==> src/rtl/wdg_pkg.sv <==
package wdg_pkg;
  // One register write as seen by the watchdog: data bits qualified by the strobe.
  typedef struct packed {
    logic arm;
    logic refresh;
  } wdg_wr_t;

  function automatic wdg_wr_t wdg_decode(input logic stb, input logic en_bit, input logic rf_bit);
    wdg_wr_t w;
    w.arm     = stb & en_bit;
    w.refresh = stb & rf_bit;
    return w;
  endfunction
endpackage

==> src/rtl/wdg_window_ctr.sv <==
module wdg_window_ctr #(
  parameter int WINDOW_CYCLES = 16000
) (
  input  logic clk,
  input  logic rst_n,
  output logic win_end
);
  localparam int CW = (WINDOW_CYCLES > 2) ? $clog2(WINDOW_CYCLES) : 1;
  localparam logic [CW-1:0] LAST = CW'(WINDOW_CYCLES - 1);

  logic [CW-1:0] cnt_q;

  assign win_end = (cnt_q == LAST);

  always_ff @(posedge clk or negedge rst_n) begin
    if (!rst_n)       cnt_q <= '0;
    else if (win_end) cnt_q <= '0;
    else              cnt_q <= cnt_q + 1'b1;
  end
endmodule

==> src/rtl/wdg_ctrl.sv <==
module wdg_ctrl
  import wdg_pkg::*;
(
  input  logic    clk,
  input  logic    rst_n,
  input  wdg_wr_t wr,
  input  logic    win_end,
  output logic    armed_q,
  output logic    refresh_q,
  output logic    fire
);
  logic elapsed_q;
  logic armed_eff, refresh_eff;
  logic fire_window, fire_late;
  logic elapsed_d;

  // A write landing in the closing cycle counts for that window.
  assign armed_eff   = armed_q | wr.arm;
  assign refresh_eff = refresh_q | wr.refresh;

  assign fire_window = win_end & armed_eff & ~refresh_eff;
  assign fire_late   = wr.arm & ~armed_q & elapsed_q & ~refresh_eff;
  assign fire        = fire_window | fire_late;

  always_comb begin
    elapsed_d = elapsed_q;
    if (wr.refresh)                              elapsed_d = 1'b0;
    else if (win_end & ~armed_eff & ~refresh_q)  elapsed_d = 1'b1;
    else if (wr.arm)                             elapsed_d = 1'b0;
  end

  always_ff @(posedge clk or negedge rst_n) begin
    if (!rst_n) begin
      armed_q   <= 1'b0;
      refresh_q <= 1'b0;
      elapsed_q <= 1'b0;
    end else begin
      armed_q   <= armed_eff;
      refresh_q <= win_end ? 1'b0 : refresh_eff;
      elapsed_q <= elapsed_d;
    end
  end
endmodule

==> src/rtl/wdg_pulse_gen.sv <==
module wdg_pulse_gen #(
  parameter int PULSE_CYCLES = 64
) (
  input  logic clk,
  input  logic rst_n,
  input  logic fire,
  output logic pulse_o
);
  localparam int PW = $clog2(PULSE_CYCLES + 1);

  logic [PW-1:0] left_q;

  assign pulse_o = (left_q != '0);

  always_ff @(posedge clk or negedge rst_n) begin
    if (!rst_n)               left_q <= '0;
    else if (left_q != '0)    left_q <= left_q - 1'b1;
    else if (fire)            left_q <= PW'(PULSE_CYCLES);
  end
endmodule

==> src/rtl/boot_window_wdog.sv <==
module boot_window_wdog
  import wdg_pkg::*;
#(
  parameter int WINDOW_CYCLES = 16000,
  parameter int PULSE_CYCLES  = 64
) (
  input  logic clk,
  input  logic rst_n,
  input  logic cfg_wr_i,
  input  logic cfg_enable_i,
  input  logic cfg_refresh_i,
  output logic refresh_o,
  output logic wdg_rst_o
);
  wdg_wr_t wr;
  logic    win_end;
  logic    en_state;
  logic    fire;

  assign wr = wdg_decode(cfg_wr_i, cfg_enable_i, cfg_refresh_i);

  wdg_window_ctr #(.WINDOW_CYCLES(WINDOW_CYCLES)) u_win (
    .clk     (clk),
    .rst_n   (rst_n),
    .win_end (win_end)
  );

  wdg_ctrl u_ctrl (
    .clk       (clk),
    .rst_n     (rst_n),
    .wr        (wr),
    .win_end   (win_end),
    .armed_q   (en_state),
    .refresh_q (refresh_o),
    .fire      (fire)
  );

  wdg_pulse_gen #(.PULSE_CYCLES(PULSE_CYCLES)) u_pulse (
    .clk     (clk),
    .rst_n   (rst_n),
    .fire    (fire),
    .pulse_o (wdg_rst_o)
  );
endmodule

==> config.mk <==
export PLATFORM = sky130hd
export DESIGN_NAME = boot_window_wdog
export DESIGN_NICKNAME = d
export VERILOG_FILES = /design/src/rtl/wdg_pkg.sv /design/src/rtl/wdg_window_ctr.sv /design/src/rtl/wdg_ctrl.sv /design/src/rtl/wdg_pulse_gen.sv /design/src/rtl/boot_window_wdog.sv
export SDC_FILE = /design/constraint.sdc
export NUM_CORES = 1
export LEC_CHECK = 0
export BUFFER_PORTS_ARGS = -buffer_cell sky130_fd_sc_hd__buf_2
export CAP_MARGIN = 0
export CORE_ASPECT_RATIO = 1.5
export CORE_MARGIN = 10
export CORE_UTILIZATION = 55
export DETAILED_ROUTE_END_ITERATION = 12
export GPL_TIMING_DRIVEN = 0
export MAX_ROUTING_LAYER = met4
export PLACE_DENSITY = 0.73
export SLEW_MARGIN = 20
export SYNTH_ARGS = -nofsm -noshare
export SYNTH_HDL_FRONTEND = slang
export SYNTH_SLANG_ARGS = --single-unit
==> constraint.sdc <==
create_clock -name clk -period 2.3 [get_ports clk]
set_input_delay 0.115 -clock clk [delete_from_list [all_inputs] [get_ports clk]]
set_output_delay 0.115 -clock clk [all_outputs]
set_load 0.01 [all_outputs]
==> reports/results.txt <==
Critical Path Sink Type: output port
Share of cells above drive strength 1: 15.3%
Post-route worst setup slack: 0.455 ns
Synth Area per Inst: 11.2 µm²
Synth warnings: 0
Skew final: 0.00276 ns
Hold crit path type: input pin to flop
Die width: 57.0 µm
Hold EP: u_ctrl.armed_q
F_max: 0.542 GHz
# diodes: 0
Post-Syn Nets: 108
Chip Height: 75.6 µm
Ys flop type: dfrtp_1
Synth top area cells: dfrtp_1, xor2_1, xnor2_1
Endpoints failing setup: 0
Crit Reg-Reg Endpoint: u_win.cnt_q[12]
Reg2reg start: u_win.cnt_q[0]
TritonCTS clock tree: yes
Core box area: 0.00200 mm²
Register area share after synthesis: 53.0%
Number of remaining DRC errors: 0
Crit path largest cell delay: 0.44 ns
Crit path kind: flop to output port
Most common cell in the netlist: dfrtp_1
Initial Utilization: 56.6%
Hold_sp: cfg_enable_i
Register area: 601 µm²
Max-cap violation count: 0
Setup TNS: 0 ns
Total grt overflow: 0
H-tree Lvls: 1
WHS Path Cells: 3
Outcome: complete, no violations
P_leak: 0.603 nW
Post-synth EDFFs: 0
GP Congestion: 0.715
Max_slew headroom: 65.5%
Placed insts: 129
First-pass GRT wire length: 3.30 mm
Root Driver: clkbuf_4
Hold violation count in the final report: 0
Register bit total from synthesis: 24
Area Growth Syn to Fin: 7.96%
Die area: 0.00431 mm²
CTS Sinks: 24
Post-route insts no fill: 133
Unrepaired setup endpoints after global routing: false
Data arrival, critical path: 1.73 ns
Synthesized area: 0.00113 mm²
Clock Latency Late Sink: 0.31 ns
Register clock-pin slew on the reported worst setup and hold paths: 0.12 ns
Routed vias: 739
Cells on worst reg2reg path: 6
Syn Inst Count: 101
Area of the multi-input gates: 498 µm²
Synth top area share: 53.0%
Worst path cell trace: or2_2, nor4_4, inv_1, buf_2
Maximum VDD drop: 358 µV
Tcrit/Tclk final: 80.2%
DRT iter0 DRCs: 13
Post-CTS setup buffers: 0
Hold WS: 0.0576 ns
GRT Total Usage: 9.63%
Clock period minus final worst setup slack: 1.84 ns
DR WL/cell: 13.1 µm
Pin count of the biggest net entering global routing: 25
Pwr dens: 499 mW/mm²
Drt first pass iters: 3
Pre-CTS WS: 0.549 ns
Share of async-settable or async-resettable flops after synthesis: 100%
WL final: 1.75 mm
R2R Setup Slk: 0.54 ns
Final Net Count: 120
Number of fill cells: 178
Antenna violations before repair: 0
Vias in the first global route: 792
Total CTS buffers: 3
Cell taking the most area after synthesis: dfrtp_1
Post-route ant nets: 0
Post-synth top cells: dfrtp_1, nor2_1, inv_1, xor2_1
Post-layout util: 61.1%
Required @ worst endpoint: 2.18 ns
Vias per Instance: 5.56
# rows: 20
Max Fanout on Critical Path: 10
Placed wire-length estimate: 1.35 mm
Synth unique cells: 30
I/O Buffers: 6
Num ports: 7
Least-Margin Pin Slew: 0.517 ns
Max stage delay cell, worst path: nor4_4
Worst setup SP type: flop
Fin. max-slew vios: 0
Worst-case clock buffer depth: 2
## cell usage in the layout, fill, tap and decap left out
| cell type | netlist | layout |
|---|---|---|
| buf_2 | 0 | 6 |
| or3_1 | 2 | 2 |
| nand3_1 | 5 | 5 |
| nand2_1 | 5 | 5 |
| a32o_1 | 1 | 1 |
| xor2_1 | 6 | 6 |
| a21o_1 | 1 | 1 |
| xnor2_1 | 5 | 5 |
| nor4_1 | 1 | 1 |
| o31a_1 | 1 | 1 |
| nand3_4 | 1 | 1 |
| nand4bb_1 | 1 | 1 |
| nor4_4 | 2 | 2 |
| mux2_4 | 1 | 1 |
| o211a_1 | 1 | 1 |
| o22ai_1 | 1 | 1 |
| or2_2 | 2 | 2 |
| a21oi_1 | 3 | 3 |
| mux2i_1 | 2 | 2 |
| clkbuf_4 | 0 | 3 |
| nand4_1 | 2 | 2 |
| inv_1 | 6 | 6 |
| nor3_1 | 5 | 5 |
| buf_6 | 1 | 1 |
| nor2_2 | 1 | 1 |
| nand2b_1 | 4 | 4 |
| nor2b_1 | 2 | 2 |
| o21ai_0 | 4 | 4 |
| dfrtp_1 | 24 | 24 |
| nor2_1 | 8 | 8 |
| dlygate4sd3_1 | 0 | 1 |
| and3_1 | 1 | 1 |
| ha_1 | 2 | 2 |
## report_power, final
part           switching (mW)  internal (mW)
clock network           0.114         0.0612
logic                 0.00939        0.00380
registers        0.0000000338          0.422
## final cells by class
| type | count | share of cell area, % |
|---|---|---|
| Sequential cell | 24 | 49.1 |
| Multi-Input combinational cell | 70 | 40.7 |
| Timing Repair Buffer | 7 | 3.28 |
| Tap cell | 22 | 2.25 |
| Clock buffer | 3 | 1.84 |
| Inverter | 6 | 1.84 |
| Buffer | 1 | 0.921 |
## metrics by stage
stage                     area, µm²  power, mW
after floorplan                1130      0.431
after global placement         1190      0.442
after detailed placement       1190      0.443
after CTS                      1220      0.622
after global routing           1220      0.635
final                          1220      0.610
## worst max-delay path by stage
stage,start,to,slack [ns],cells past startpoint
after floorplan,u_win.cnt_q[0],u_win.cnt_q[12],0.73,6
after global placement,u_win.cnt_q[0],u_win.cnt_q[12],0.56,6
after detailed placement,u_win.cnt_q[0],u_win.cnt_q[12],0.55,6
after CTS,u_pulse.left_q[3],wdg_rst_o,0.41,4
after global routing,u_pulse.left_q[3],wdg_rst_o,0.31,4
final,u_pulse.left_q[3],wdg_rst_o,0.46,4
## registers in the layout, summed over array words and instances, names as in the netlist
register / flops
u_ctrl.elapsed_q: 1
u_ctrl.refresh_q: 1
u_pulse.left_q: 7
u_win.cnt_q: 14
u_ctrl.armed_q: 1
## layer usage
metal	track usage [%]	routed length (µm)	vias up
met5	-	0	-
met4	5.50	44	0
li1	-	-	368
met2	17.3	950	6
met3	1.67	40	5
met1	9.64	711	360
## kinds of logic after synthesis
| kind of cell | Yosys count | synth area share [%] |
|---|---|---|
| AOI/OAI and AO/OA | 12 | 6.85 |
| xor gates and xnor gates | 11 | 8.51 |
| adders and majority gates | 2 | 2.21 |
| buffers and inverters | 7 | 2.98 |
| DFF | 24 | 53.0 |
| muxes | 3 | 3.09 |
| and+or+nand+nor | 42 | 23.3 |
## worst max-delay path, delay by kind of cell (launching register included)
family	cells	cell delay (ns)
and+or+nand+nor	2	0.78
buffers and inverters	2	0.22
DFF	1	0.42
## repair_timing
| item | 4_1_cts | 5_1_grt |
|---|---|---|
| resized for setup | 0 | 0 |
| hold buffers | 1 | 0 |
| setup endpoints to repair | 0 | 0 |
| hold endpoints to repair | 24 | 0 |
Power figures use the tool's default switching activity.
